**config.mk**
```make
export PLATFORM = sky130hd
export DESIGN_NAME = rtc_regfile
export DESIGN_NICKNAME = d
export VERILOG_FILES = /design/src/rtl/rtc_regfile_pkg.sv /design/src/rtl/rtc_seq.sv /design/src/rtl/rtc_ctrl_reg.sv /design/src/rtl/rtc_scratch.sv /design/src/rtl/rtc_regfile.sv
export SDC_FILE = /design/constraint.sdc
export NUM_CORES = 1
export LEC_CHECK = 0
export BUFFER_PORTS_ARGS = -buffer_cell sky130_fd_sc_hd__buf_2
export CORE_MARGIN = 5
export CORE_UTILIZATION = 43
export DETAILED_ROUTE_END_ITERATION = 6
export RECOVER_POWER = 100
export SETUP_SLACK_MARGIN = 0.15
export SLEW_MARGIN = 20
export SYNTH_ARGS = -nofsm -noshare
export SYNTH_HDL_FRONTEND = slang
export SYNTH_SLANG_ARGS = --single-unit
```
**constraint.sdc**
```tcl
create_clock -name clk -period 3.6 [get_ports clk]
set_clock_uncertainty 0.05 [all_clocks]
set_input_delay 0.36 -clock clk [delete_from_list [all_inputs] [get_ports clk]]
set_output_delay 0.36 -clock clk [all_outputs]
set_load 0.01 [all_outputs]
```
**src/rtl/rtc_regfile_pkg.sv**
```systemverilog
package rtc_regfile_pkg;
    typedef enum logic [1:0] {
        ST_IDLE     = 2'd0,
        ST_PTR_WAIT = 2'd1,
        ST_WRITE    = 2'd2,
        ST_READ     = 2'd3
    } seq_state_e;
endpackage

```
**src/rtl/rtc_seq.sv**
```systemverilog
module rtc_seq
    import rtc_regfile_pkg::*;
#(
    parameter int ADDR_W = 6
) (
    input  logic              clk,
    input  logic              rst_n,
    input  logic              start_wr,
    input  logic              start_rd,
    input  logic              wr_valid,
    input  logic [ADDR_W-1:0] ptr_byte,
    input  logic              rd_req,
    output seq_state_e        state,
    output logic [ADDR_W-1:0] ptr,
    output logic              data_wr,
    output logic              data_rd,
    output logic              wrap
);
    seq_state_e state_nx;
    logic       ptr_load;

    // state register
    always_ff @(posedge clk) begin
        if (!rst_n) state <= ST_IDLE;
        else        state <= state_nx;
    end

    // next state: a transaction opening overrides whatever state we are in
    always_comb begin
        state_nx = state;
        unique case (state)
            ST_PTR_WAIT: if (wr_valid) state_nx = ST_WRITE;
            ST_IDLE, ST_WRITE, ST_READ: state_nx = state;
            default: state_nx = ST_IDLE;
        endcase
        if (start_wr)      state_nx = ST_PTR_WAIT;
        else if (start_rd) state_nx = ST_READ;
    end

    // decoded strobes
    always_comb begin
        ptr_load = wr_valid && (state == ST_PTR_WAIT);
        data_wr  = wr_valid && (state != ST_PTR_WAIT);
        data_rd  = rd_req;
        wrap     = (data_wr || data_rd) && (&ptr);
    end

    always_ff @(posedge clk) begin
        if (!rst_n)                  ptr <= '0;
        else if (ptr_load)           ptr <= ptr_byte;
        else if (data_wr || data_rd) ptr <= ptr + 1'b1;
    end
endmodule

```
**src/rtl/rtc_ctrl_reg.sv**
```systemverilog
module rtc_ctrl_reg #(
    parameter int            DW        = 8,
    parameter logic [DW-1:0] MASK      = 8'hB3,
    parameter int            FAULT_BIT = 5
) (
    input  logic          clk,
    input  logic          rst_n,
    input  logic          wr_en,
    input  logic [DW-1:0] wr_data,
    input  logic          fault_set,
    output logic [DW-1:0] ctrl
);
    logic [DW-1:0] ctrl_nx;

    always_comb begin
        ctrl_nx = ctrl;
        if (wr_en) begin
            ctrl_nx            = wr_data & MASK;
            // the fault flag can be cleared by the host but never set
            ctrl_nx[FAULT_BIT] = wr_data[FAULT_BIT] & ctrl[FAULT_BIT];
        end
        if (fault_set) ctrl_nx[FAULT_BIT] = 1'b1;
    end

    always_ff @(posedge clk) begin
        if (!rst_n) ctrl <= '0;
        else        ctrl <= ctrl_nx;
    end
endmodule

```
**src/rtl/rtc_scratch.sv**
```systemverilog
module rtc_scratch #(
    parameter int DW    = 8,
    parameter int DEPTH = 56,
    parameter int IDX_W = 6
) (
    input  logic             clk,
    input  logic             rst_n,
    input  logic             we,
    input  logic [IDX_W-1:0] widx,
    input  logic [DW-1:0]    wdata,
    input  logic [IDX_W-1:0] ridx,
    output logic [DW-1:0]    rdata
);
    logic [DW-1:0] mem [DEPTH];

    always_ff @(posedge clk) begin
        if (!rst_n) begin
            for (int i = 0; i < DEPTH; i++) mem[i] <= '0;
        end else if (we && (32'(widx) < DEPTH)) begin
            mem[widx] <= wdata;
        end
    end

    always_comb rdata = (32'(ridx) < DEPTH) ? mem[ridx] : '0;
endmodule

```
**src/rtl/rtc_regfile.sv**
```systemverilog
module rtc_regfile
    import rtc_regfile_pkg::*;
#(
    parameter int          ADDR_W    = 6,
    parameter int          DW        = 8,
    parameter int          TIME_REGS = 7,
    parameter logic [7:0]  CTRL_MASK = 8'hB3,
    parameter int          FAULT_BIT = 5,
    localparam int         TIDX_W    = $clog2(TIME_REGS)
) (
    input  logic                    clk,
    input  logic                    rst_n,
    input  logic                    start_wr,
    input  logic                    start_rd,
    input  logic                    wr_valid,
    input  logic [DW-1:0]           wr_data,
    input  logic                    rd_req,
    input  logic [TIME_REGS*DW-1:0] time_in,
    input  logic                    osc_fault_set,
    output logic                    rd_valid,
    output logic [DW-1:0]           rd_data,
    output logic                    time_wr_valid,
    output logic [TIDX_W-1:0]       time_wr_idx,
    output logic [DW-1:0]           time_wr_data,
    output logic [DW-1:0]           ctrl_out
);
    localparam int NREG      = 1 << ADDR_W;
    localparam int CTRL_ADDR = TIME_REGS;
    localparam int SCR_BASE  = TIME_REGS + 1;
    localparam int SCR_DEPTH = NREG - SCR_BASE;

    seq_state_e        st;
    logic [ADDR_W-1:0] ptr;
    logic              data_wr, data_rd, wrap;
    logic              is_time, is_ctrl;
    logic [ADDR_W-1:0] scr_idx;
    logic [DW-1:0]     scr_rdata;
    logic [DW-1:0]     snap [TIME_REGS];
    logic [DW-1:0]     rd_mux;

    rtc_seq #(.ADDR_W(ADDR_W)) u_seq (
        .clk      (clk),
        .rst_n    (rst_n),
        .start_wr (start_wr),
        .start_rd (start_rd),
        .wr_valid (wr_valid),
        .ptr_byte (wr_data[ADDR_W-1:0]),
        .rd_req   (rd_req),
        .state    (st),
        .ptr      (ptr),
        .data_wr  (data_wr),
        .data_rd  (data_rd),
        .wrap     (wrap)
    );

    always_comb begin
        is_time = ptr < ADDR_W'(TIME_REGS);
        is_ctrl = ptr == ADDR_W'(CTRL_ADDR);
        scr_idx = ptr - ADDR_W'(SCR_BASE);
    end

    rtc_ctrl_reg #(.DW(DW), .MASK(CTRL_MASK), .FAULT_BIT(FAULT_BIT)) u_ctrl (
        .clk       (clk),
        .rst_n     (rst_n),
        .wr_en     (data_wr && is_ctrl),
        .wr_data   (wr_data),
        .fault_set (osc_fault_set),
        .ctrl      (ctrl_out)
    );

    rtc_scratch #(.DW(DW), .DEPTH(SCR_DEPTH), .IDX_W(ADDR_W)) u_scr (
        .clk   (clk),
        .rst_n (rst_n),
        .we    (data_wr && !is_time && !is_ctrl),
        .widx  (scr_idx),
        .wdata (wr_data),
        .ridx  (scr_idx),
        .rdata (scr_rdata)
    );

    // snapshot of the live time: refreshed on a read opening and on wrap
    for (genvar gi = 0; gi < TIME_REGS; gi++) begin : g_snap
        always_ff @(posedge clk) begin
            if (!rst_n)                snap[gi] <= '0;
            else if (start_rd || wrap) snap[gi] <= time_in[gi*DW +: DW];
        end
    end

    always_comb begin
        if (is_time)      rd_mux = snap[ptr[TIDX_W-1:0]];
        else if (is_ctrl) rd_mux = ctrl_out;
        else              rd_mux = scr_rdata;
    end

    always_ff @(posedge clk) begin
        if (!rst_n) begin
            rd_valid      <= 1'b0;
            rd_data       <= '0;
            time_wr_valid <= 1'b0;
            time_wr_idx   <= '0;
            time_wr_data  <= '0;
        end else begin
            rd_valid      <= data_rd;
            if (data_rd) rd_data <= rd_mux;
            time_wr_valid <= data_wr && is_time;
            if (data_wr && is_time) begin
                time_wr_idx  <= ptr[TIDX_W-1:0];
                time_wr_data <= wr_data;
            end
        end
    end
endmodule

```
==> results of run 1 <==
[sequential cells by signal, summed over array words and instances, names as in the netlist, named ones only]
| name | flops |
|---|---|
| rd_data | 8 |
| rd_valid | 1 |
| snap | 56 |
| time_wr_data | 8 |
| time_wr_idx | 3 |
| time_wr_valid | 1 |
| u_ctrl.ctrl | 5 |
| u_scr.mem | 488 |
| u_seq.ptr | 6 |
| u_seq.state | 2 |
[worst register-to-register path: cells and delay by family (launching register included)]
family	cells	cell delay, ns
AOI/OAI and AO/OA	4	0.84
buffers and inverters	2	0.56
DFF	1	0.67
and+or+nand+nor	2	1.25
[worst paths after layout]
| check | startpoint | end | slack [ns] | cells past startpoint |
|---|---|---|---|---|
| hold reg to reg | time_wr_idx[1] | time_wr_idx[1] | 0.40 | 2 |
| setup reg to reg | u_seq.ptr[0] | rd_data[7] | 0.16 | 8 |
| setup / recovery | u_seq.ptr[0] | rd_data[7] | 0.16 | 8 |
| hold / removal | rd_req | rd_data[6] | 0.20 | 3 |
[layout make-up]
class / count / area (µm²)
tap: 837 / 1050
clock buffer: 90 / 1770
timing repair buffer: 276 / 1760
clock inverter: 26 / 224
multi-input combinational: 1317 / 9100
sequential: 581 / 17100
inverter: 9 / 33.8
antenna: 1 / 2.50
fill: 5378 / 30800
[cells by family (layout without fill, tap and decap cells)]
kind of cell	Yosys count	count (layout)	share of synthesized area
flip-flops	581	581	0.634
other	1	44	0.000139
multiplexers	157	157	0.0720
AND/OR/NAND/NOR	748	748	0.162
AO/OA/AOI/OAI	362	362	0.0959
XOR/XNOR	4	4	0.00186
buffers and inverters	182	401	0.0323
adder cells (fa/ha/maj)	3	3	0.00139
[layout by cell type (no fill, tap or decap), types with 8 or more instances in the layout]
cell type	instances
o311a_1	8
nor2_1	87
mux4_2	25
and3_1	31
o22a_1	20
dlygate4sd3_1	60
a21oi_1	35
clkbuf_2	9
nand3_1	21
a211oi_1	9
nor3_1	11
o221ai_1	26
nor2b_1	12
mux2_2	28
buf_2	64
buf_4	47
and2_1	208
clkbuf_1	105
nand2b_1	10
dfxtp_1	34
o22ai_1	24
o211ai_1	8
a22o_1	19
clkinv_2	13
clkbuf_16	64
o21ai_0	86
a221oi_1	16
edfxtp_1	544
mux2i_1	102
and2_0	276
nand2_1	58
clkinv_1	10
conb_1	43
a211o_1	9
a22oi_1	68
[per-stage QoR]
step / instance area, µm² / hold WS, ns / setup slack [ns]
2_1_floorplan: 27100 / 0.388 / 0.831
3_3_place_gp: 28800 / 0.391 / 0.00498
3_5_place_dp: 28800 / 0.396 / 0.355
4_1_cts: 31400 / 0.145 / 0.330
5_1_grt: 31000 / 0.181 / 0.0931
6_report: 31000 / 0.200 / 0.163
[power breakdown]
group	internal (mW)	switching, mW
clock network	3.62	2.61
registers	7.67	0.172
logic	0.638	1.26
[metal layers]
metal / GRT usage / vias to the layer above / wire length (µm)
met2: 0.377 / 759 / 38200
met5: 0 / - / 0
met1: 0.317 / 8938 / 32900
met3: 0.0521 / 171 / 6760
met4: 0.0901 / 0 / 3520
li1: - / 7928 / -
[what timing repair did]
| action | 4_1_cts | 5_1_grt |
|---|---|---|
| endpoints found under the setup margin | 0 | 1 |
| hold buffers | 60 | 0 |
| resized for setup | 0 | 1 |
| endpoints found under the hold margin | 59 | 0 |
==> summary.md, run 1 <==
| Metric | Value |
|---|---|
| Ordered cell list for the critical path | and2_0, buf_4, buf_4, a22oi_1, o221ai_1, a22o_1, nor3_1, a21oi_1 |
| Worst-Skew Late Latency | 0.64 ns |
| Initial antenna violation count | 4 |
| Crit path launch type | flip-flop |
| Cell Area, Synth | 26,900 µm² |
| List of most frequent post-synthesis cells | edfxtp_1 (544), and2_1 (482), mux2i_1 (102) |
| Max Slew Vio Count | 249 |
| Global route total overflow | 0 |
| RePlAce Congestion | 0.942 |
| Mapped Cells | 2,038 |
| Total power | 16.0 mW |
| Crit path max-delay family | simple AND/OR/NAND/NOR gates |
| IO Pins | 100 |
| Critical path's largest stage delay | 1.13 ns |
| Final hold vios | 0 |
| Initial Utilization | 0.436 |
| Crit Path Max Fanout | 31 |
| Slew Limit Headroom | -0.413 |
| WP buf/inv | 2 |
| Placed cells | 2,960 |
| # port buffers | 96 |
| Pin count of the biggest net entering global routing | 67 |
| Post-synth top area share | 0.606 |
| Fin crit share | 0.955 |
| TritonCTS buffer count | 61 |
| Failing checks | capacitance limit, slew limit |
| Clock-pin slew on the worst setup and hold paths | 0.06 ns |
| Final ANT Viol Nets | 0 |
| Detailed-route DRC error count | 0 |
| Routed WL per cell | 25.9 µm |
| Top cells by area, synth | edfxtp_1 (61%), and2_1 (11%), mux2i_1 (3.8%) |
| TritonCTS clock tree | built |
| Predominant post-synthesis flop cell | edfxtp_1 |
| Slowest-stage cell, CP | and2_0 |
| Setup bufs post-CTS | 0 |
| RSZ-0062 raised after global routing | false |
| Row count | 91 |
| Most frequent CP cell | buf_4 |
| Clk buf depth | 3 |
| Fmax achieved | 0.291 GHz |
| Most frequent cell after synthesis | edfxtp_1 |
| Initial drt markers | 1,855 |
| Post-synthesis cell type count | 73 |
| GRT Util Overall | 0.236 |
| Fin nets | 2,320 |
| Final core utilization | 0.502 |
| DIE WIDTH | 260 µm |
| Via density | 5.67 |
| Status | finished, violations left |
| Syn-to-layout area delta | 15.2% |
| Sink Count | 581 |
| Layout Cells excl Fill | 3,137 |
| Crit path required time | 4.11 ns |
| Post-DP HPWL | 53,500 µm |
| Sequential share of the synthesized area | 0.634 |
| Mean Syn Cell Area | 13.2 µm² |
| Length of the first detailed-routing pass in iterations | 6 |
| Vias in the first global route | 17,789 |
| Worst vdd ir | 403 µV |
| P_leak | 11.0 nW |
| Pwr Density | 514 nW/µm² |
| Most area-hungry cell type in the Yosys netlist | edfxtp_1 |
| First-pass GRT wire length | 118,000 µm |
| HP Class | in -> reg |
| Core region area | 61,800 µm² |
| Ys async rst share | 0 |
| Routed via count | 17,796 |
| Slew @ Worst Pin | 2.12 ns |
| Synth Register Bits | 581 |
| Die Height | 260 µm |
| Final setup viols | 0 |
| Crit end category | flip-flop |
| Yosys warnings | 0 |
| Number of synthesized flops with an enable pin | 544 |
| Htree depth | 2 |
| CP Data Arrival Time | 3.94 ns |
| Final wirelength | 81,400 µm |
| Sum Neg Setup Slack | 0 ns |
| CTS root buffer | clkbuf_16 |
| Critical path type | reg -> reg |
| Share of cells above drive strength 1 | 0.131 |
| Tmin final | 3.44 ns |
| Die ar. | 67,800 µm² |
| Max Cap Viol | 7 |
No activity file was read; power rests on OpenSTA's default activity.
==> inputs of run 2 (changes only) <==
clock period = 3.65 ns   (was 3.6 ns; I/O delays follow)
==> summary.md, run 2 (same netlist as run 1, synthesis figures left out) <==
| Metric | Value |
|---|---|
| DP Worst Slack | 0.502 ns (was 0.355 ns) |
| TritonCTS clock tree | built (unchanged) |
| Final wirelength | 80,500 µm (was 81,400 µm) |
| Crit Path Max Fanout | 64 (was 31) |
| Final ANT Viol Nets | 0 (unchanged) |
| Clock power frac | 0.388 (was 0.390) |
| Detailed-route DRC error count | 0 (unchanged) |
| Routed WL per cell | 25.7 µm (was 25.9 µm) |
| Cell area after layout | 31,000 µm² (about the same) |
| Slowest-stage cell, CP | clkbuf_2 (was and2_0) |
| Critical R2R Launch | u_seq.ptr[4] (was u_seq.ptr[0]) |
| CP Data Arrival Time | 3.71 ns (was 3.94 ns) |
| Critical path type | in -> reg (was reg -> reg) |
| Length of the first detailed-routing pass in iterations | 5 (was 6) |
| Register-to-Register Path Depth | 9 (was 8) |
| Fmax achieved | 0.288 GHz |
| Die Height | 260 µm (unchanged) |
| Clk buf depth | 3 (unchanged) |
| Max Cap Viol | 6 (was 7) |
| Slew Limit Headroom | -0.366 (was -0.413) |
| Switching Power | 3.99 mW (was 4.04 mW) |
| Failing checks | capacitance limit, slew limit (unchanged) |
| Slew @ Worst Pin | 2.05 ns (was 2.12 ns) |
| Post-DP Area | 28,900 µm² (was 28,800 µm²) |
| DIE WIDTH | 260 µm (unchanged) |
| Worst hold endpoint | rd_data[6] (unchanged) |
| # resized after CTS | 0 (unchanged) |
| Initial Utilization | 0.436 (unchanged) |
| Routed via count | 17,936 (was 17,796) |
| Crit path launch type | input port (was flip-flop) |
| WP buf/inv | 4 (was 2) |
| Largest register FFs | 488 (unchanged) |
| CTS root buffer | clkbuf_16 (unchanged) |
| Status | finished, violations left (unchanged) |
| Ordered cell list for the critical path | clkbuf_1, clkbuf_2, inv_1, or3_2, buf_4 (was and2_0, buf_4, buf_4, a22oi_1, o221ai_1, a22o_1, nor3_1, a21oi_1) |
| Sequential power share | 0.494 (was 0.491) |
| Final setup viols | 0 (unchanged) |
| Sum Neg Setup Slack | 0 ns (unchanged) |
| Initial drt markers | 2,163 (was 1,855) |
| Crit path required time | 3.88 ns (was 4.11 ns) |
| # fillers | 5,368 (was 5,378) |
| Row count | 91 (unchanged) |
| Pwr Density | 505 nW/µm² (was 514 nW/µm²) |
| R2R setup slack | 0.23 ns (was 0.16 ns) |
| Worst vdd ir | 327 µV (was 403 µV) |
| Sink Count | 581 (unchanged) |
| Die ar. | 67,800 µm² (unchanged) |
| Fin crit share | 0.953 |
| Setup ws final | 0.172 ns (was 0.163 ns) |
| Reg-to-Reg End | u_scr.mem[14][5] (was rd_data[7]) |
| Vias in the first global route | 17,783 (was 17,789) |
| Critical path's largest stage delay | 1.26 ns (was 1.13 ns) |
| Tmin final | 3.48 ns |
| Most common cell after layout, fill and taps aside | edfxtp_1 (unchanged) |
| Post-DP HPWL | 52,800 µm (was 53,500 µm) |
| P_int | 11.7 mW (was 11.9 mW) |
| First-pass GRT wire length | 118,000 µm (about the same) |
| Crit end category | flip-flop (unchanged) |
| Final core utilization | 0.502 (about the same) |
| Htree depth | 2 (unchanged) |
| Setup bufs post-CTS | 0 (unchanged) |
| Share of cells above drive strength 1 | 0.131 (about the same) |
| HP Class | in -> reg (unchanged) |
| RePlAce Congestion | 0.965 (was 0.942) |
| Sw Ratio | 0.255 (was 0.253) |
| IO Pins | 100 (unchanged) |
| Commonest cells after routing, fill and taps aside | edfxtp_1 (544), and2_0 (280), and2_1 (204) (was edfxtp_1 (544), and2_0 (276), and2_1 (208)) |
| Global route total overflow | 0 (unchanged) |
| Worst-Skew Late Latency | 0.63 ns (was 0.64 ns) |
| GRT Util Overall | 0.233 (was 0.236) |
| Fin nets | 2,322 (was 2,320) |
| P_leak | 11.0 nW (about the same) |
| Hold Path Stages | 3 (unchanged) |
| # port buffers | 96 (unchanged) |
| Syn-to-layout area delta | 15.1% (was 15.2%) |
| Combinational share of power | 0.118 (was 0.119) |
| Crit path max-delay family | buffers and inverters (was simple AND/OR/NAND/NOR gates) |
| Final hold vios | 0 (unchanged) |
| Clock-pin slew on the worst setup and hold paths | 0.06 ns (about the same) |
| Pin count of the biggest net entering global routing | 68 (was 67) |
| Initial antenna violation count | 1 (was 4) |
| TritonCTS buffer count | 61 (unchanged) |
| Via density | 5.71 (was 5.67) |
| Hold_sp | rd_req (unchanged) |
| RSZ-0062 raised after global routing | false (unchanged) |
| Biggest register | u_scr.mem (unchanged) |
| Core region area | 61,800 µm² (unchanged) |
| Max Slew Vio Count | 296 (was 249) |
| Top Registers | u_scr.mem: 488 flops, snap: 56 flops (unchanged) |
-- run 2: changes by cell type in the layout (fill, tap and decap cells not counted), sizes merged --
cell         previous run  this run
clkinv                 24        22
inv                     8        12
dlygate4sd3            60        59
clkbuf                190       186
clkinvlp                0         2
buf                   116       120
bufinv                  3         2
-- run 2: area by class of cell --
type,count,area (µm²),share of cell area
clock buffer,87,1750,0.0563
clock inverter,29,219,0.00706
antenna,1,2.50,0.0000807
inverter,9,33.8,0.00109
timing repair buffer,278,1800,0.0580
tap,837,1050,0.0338
sequential,581,17100,0.551
multi-input combinational,1317,9080,0.293
-- run 2: worst register-to-register path, delay by kind of cell, from the launching register on --
kind / cells / cell delay (ns)
adders and majority gates: 1 / 0.40
and+or+nand+nor: 4 / 1.34
DFF: 1 / 0.44
buffers and inverters: 4 / 0.83
-- run 2: worst max-delay path by stage --
stage	start	end	slack, ns	cells after the start
final	rst_n	snap[5][1]	0.17	5
after global routing	u_seq.ptr[4]	u_scr.mem[12][5]	0.11	9
after CTS	u_seq.ptr[2]	u_scr.mem[14][1]	0.48	5
after detailed placement	u_seq.ptr[1]	rd_data[1]	0.50	7
after global placement	u_seq.ptr[1]	rd_data[1]	0.52	7
after floorplan	u_seq.ptr[3]	u_scr.mem[24][0]	0.88	8
-- run 2: power by group through the flow --
stage / sequential (mW) / combinational, mW / clock, mW
after floorplan: 7.77 / 1.12 / 0
after global placement: 7.87 / 1.79 / 0
after detailed placement: 7.87 / 1.81 / 0
after CTS: 7.74 / 1.86 / 6.18
after global routing: 7.76 / 1.94 / 6.46
final: 7.74 / 1.84 / 6.08
-- run 2: stage by stage --
stage	power (mW)	cells	hold WS [ns]
after global placement	9.66	2963	0.392
after detailed placement	9.68	2963	0.394
after global routing	16.2	3138	0.150
after CTS	15.8	3138	0.108
after floorplan	8.89	2080	0.393
final	15.7	3139	0.152
-- run 2: what timing repair did --
item                                   4_1_cts  5_1_grt
endpoints found under the hold margin       59        0
hold buffers                                59        0
setup endpoints to repair                    0        0
-- run 2: metal layers --
layer	track usage	vias to the layer above	wire [µm]
li1	-	7945	-
met1	0.326	8971	33100
met2	0.366	817	37200
met3	0.0420	201	6770
met4	0.0898	2	3480
met5	0	-	13
==> inputs of run 3 (changes only) <==
PLACE_DENSITY = 0.56   (was unset)
==> summary.md, run 3 (same netlist as run 1, synthesis figures left out) <==
| Metric | Value |
|---|---|
| Status | finished, violations left (unchanged) |
| Failing checks | capacitance limit, slew limit (unchanged) |
| # fillers | 5,435 (was 5,368) |
| Initial Utilization | 0.436 (unchanged) |
| Clock-pin slew on the worst setup and hold paths | 0.06 ns (about the same) |
| GRT Util Overall | 0.237 (was 0.233) |
| Combinational share of power | 0.118 (about the same) |
| Sw Ratio | 0.256 (was 0.255) |
| Htree depth | 3 (was 2) |
| Pin count of the biggest net entering global routing | 58 (was 68) |
| Initial drt markers | 2,042 (was 2,163) |
| CP Data Arrival Time | 3.57 ns (was 3.71 ns) |
| Crit end category | flip-flop (unchanged) |
| Final wirelength | 81,700 µm (was 80,500 µm) |
| Final setup viols | 0 (unchanged) |
| Initial antenna violation count | 3 (was 1) |
| Crit path launch type | flip-flop (was input port) |
| Max Slew Vio Count | 144 (was 296) |
| Critical path type | reg -> reg (was in -> reg) |
| Tmin final | 3.37 ns (was 3.48 ns) |
| Routed WL per cell | 26.1 µm (was 25.7 µm) |
| Hold_buf cts | 51 (was 59) |
| Die ar. | 67,800 µm² (unchanged) |
| RSZ-0062 raised after global routing | false (unchanged) |
| Biggest register | u_scr.mem (unchanged) |
| Critical path's largest stage delay | 0.63 ns (was 1.26 ns) |
| DIE WIDTH | 260 µm (unchanged) |
| Fmax achieved | 0.297 GHz (was 0.288 GHz) |
| Post-DP Area | 28,800 µm² (was 28,900 µm²) |
| Core region area | 61,800 µm² (unchanged) |
| Worst vdd ir | 298 µV (was 327 µV) |
| Syn-to-layout area delta | 14.8% (was 15.1%) |
| Fin nets | 2,317 (was 2,322) |
| Switching Power | 4.04 mW (was 3.99 mW) |
| Slew Limit Headroom | -1.11 (was -0.366) |
| Slowest-stage cell, CP | nand2_1 (was clkbuf_2) |
| P_int | 11.7 mW (about the same) |
| TritonCTS clock tree | built (unchanged) |
| Max Cap Viol | 4 (was 6) |
| Global route total overflow | 0 (unchanged) |
| Antenna Cells | 0 (was 1) |
| Post-DP HPWL | 54,200 µm (was 52,800 µm) |
| Final core utilization | 0.500 (was 0.502) |
| Clk buf depth | 3 (unchanged) |
| P_leak | 11.0 nW (about the same) |
| CTS root buffer | clkbuf_16 (unchanged) |
| Crit path required time | 3.85 ns (was 3.88 ns) |
| Commonest cells after routing, fill and taps aside | edfxtp_1 (544), and2_0 (275), and2_1 (209) (was edfxtp_1 (544), and2_0 (280), and2_1 (204)) |
| Vias in the first global route | 17,449 (was 17,783) |
| Total power | 15.8 mW (was 15.7 mW) |
| Length of the first detailed-routing pass in iterations | 5 (unchanged) |
| # resized after CTS | 0 (unchanged) |
| Routed via count | 17,643 (was 17,936) |
| Cell area after layout | 30,900 µm² (was 31,000 µm²) |
| First-pass GRT wire length | 118,000 µm (about the same) |
| Via density | 5.65 (was 5.71) |
| Worst-Skew Late Latency | 0.61 ns (was 0.63 ns) |
| RePlAce Congestion | 0.955 (was 0.965) |
| Top Registers | u_scr.mem: 488 flops, snap: 56 flops (unchanged) |
| Slew @ Worst Pin | 3.16 ns (was 2.05 ns) |
| Most common cell after layout, fill and taps aside | edfxtp_1 (unchanged) |
| Final ANT Viol Nets | 0 (unchanged) |
| Sum Neg Setup Slack | 0 ns (unchanged) |
| TritonCTS buffer count | 66 (was 61) |
| Ordered cell list for the critical path | inv_1, ha_1, xor2_1, a21oi_2, nand2_1, o21ai_0, clkbuf_1 (was clkbuf_1, clkbuf_2, inv_1, or3_2, buf_4) |
| Final hold vios | 0 (unchanged) |
| Die Height | 260 µm (unchanged) |
| Sequential power share | 0.489 (was 0.494) |
| Share of cells above drive strength 1 | 0.125 (was 0.131) |
| Pwr Density | 510 nW/µm² (was 505 nW/µm²) |
| # port buffers | 96 (unchanged) |
| HP Class | in -> reg (unchanged) |
| Sink Count | 581 (unchanged) |
| Detailed-route DRC error count | 0 (unchanged) |
| Setup bufs post-CTS | 0 (unchanged) |
| Row count | 91 (unchanged) |
| IO Pins | 100 (unchanged) |
| Clock power frac | 0.393 (was 0.388) |
| Largest register FFs | 488 (unchanged) |
| Fin crit share | 0.922 (was 0.953) |
| Crit Path Max Fanout | 12 (was 64) |
-- run 3: worst paths after layout --
check | startpoint | end | slack [ns] | depth (start not counted)
setup / recovery | u_seq.ptr[3] | u_scr.mem[53][5] | 0.28 | 7
hold / removal | time_in[39] | snap[4][7] | 0.04 | 2
setup reg to reg | u_seq.ptr[3] | u_scr.mem[53][5] | 0.28 | 7
hold reg to reg | time_wr_data[7] | time_wr_data[7] | 0.40 | 2
-- run 3: final cells by class --
| cell class | count | area, µm² | area share |
|---|---|---|---|
| repair buffers | 268 | 1670 | 0.0541 |
| flip-flops and latches | 581 | 17100 | 0.553 |
| inverters | 9 | 33.8 | 0.00109 |
| clock buffers | 87 | 1760 | 0.0570 |
| well taps | 837 | 1050 | 0.0339 |
| clock inverters | 26 | 221 | 0.00716 |
| multi-input cells | 1317 | 9090 | 0.294 |
-- run 3: metrics by stage --
| stage | hold slack [ns] | instances | setup slack [ns] |
|---|---|---|---|
| global placement | 0.393 | 2960 | 0.316 |
| detailed placement | 0.395 | 2960 | 0.334 |
| floorplan | 0.393 | 2080 | 0.881 |
| global route | 0.0296 | 3125 | 0.161 |
| finish | 0.0352 | 3125 | 0.284 |
| CTS | 0.00176 | 3124 | 0.323 |
-- run 3: layer usage --
layer,GRT usage,wire (µm)
met4,0.0844,3190
met1,0.320,33800
met3,0.0420,5390
met2,0.387,39300
met5,0,0
-- run 3: critical path, delay by kind of cell, from the launching register on --
family	cells	cell delay [ns]
and+or+nand+nor	1	0.63
buffers and inverters	2	0.62
AOI/OAI and AO/OA	2	0.82
DFF	1	0.32
xor gates and xnor gates	1	0.24
adders and majority gates	1	0.34
-- run 3: power by group through the flow --
stage / Clock, mW / Combinational, mW / Sequential [mW]
after floorplan: 0 / 1.12 / 7.77
after global placement: 0 / 1.83 / 7.85
after detailed placement: 0 / 1.83 / 7.85
after CTS: 6.30 / 1.88 / 7.72
after global routing: 6.58 / 1.95 / 7.74
final: 6.19 / 1.86 / 7.72
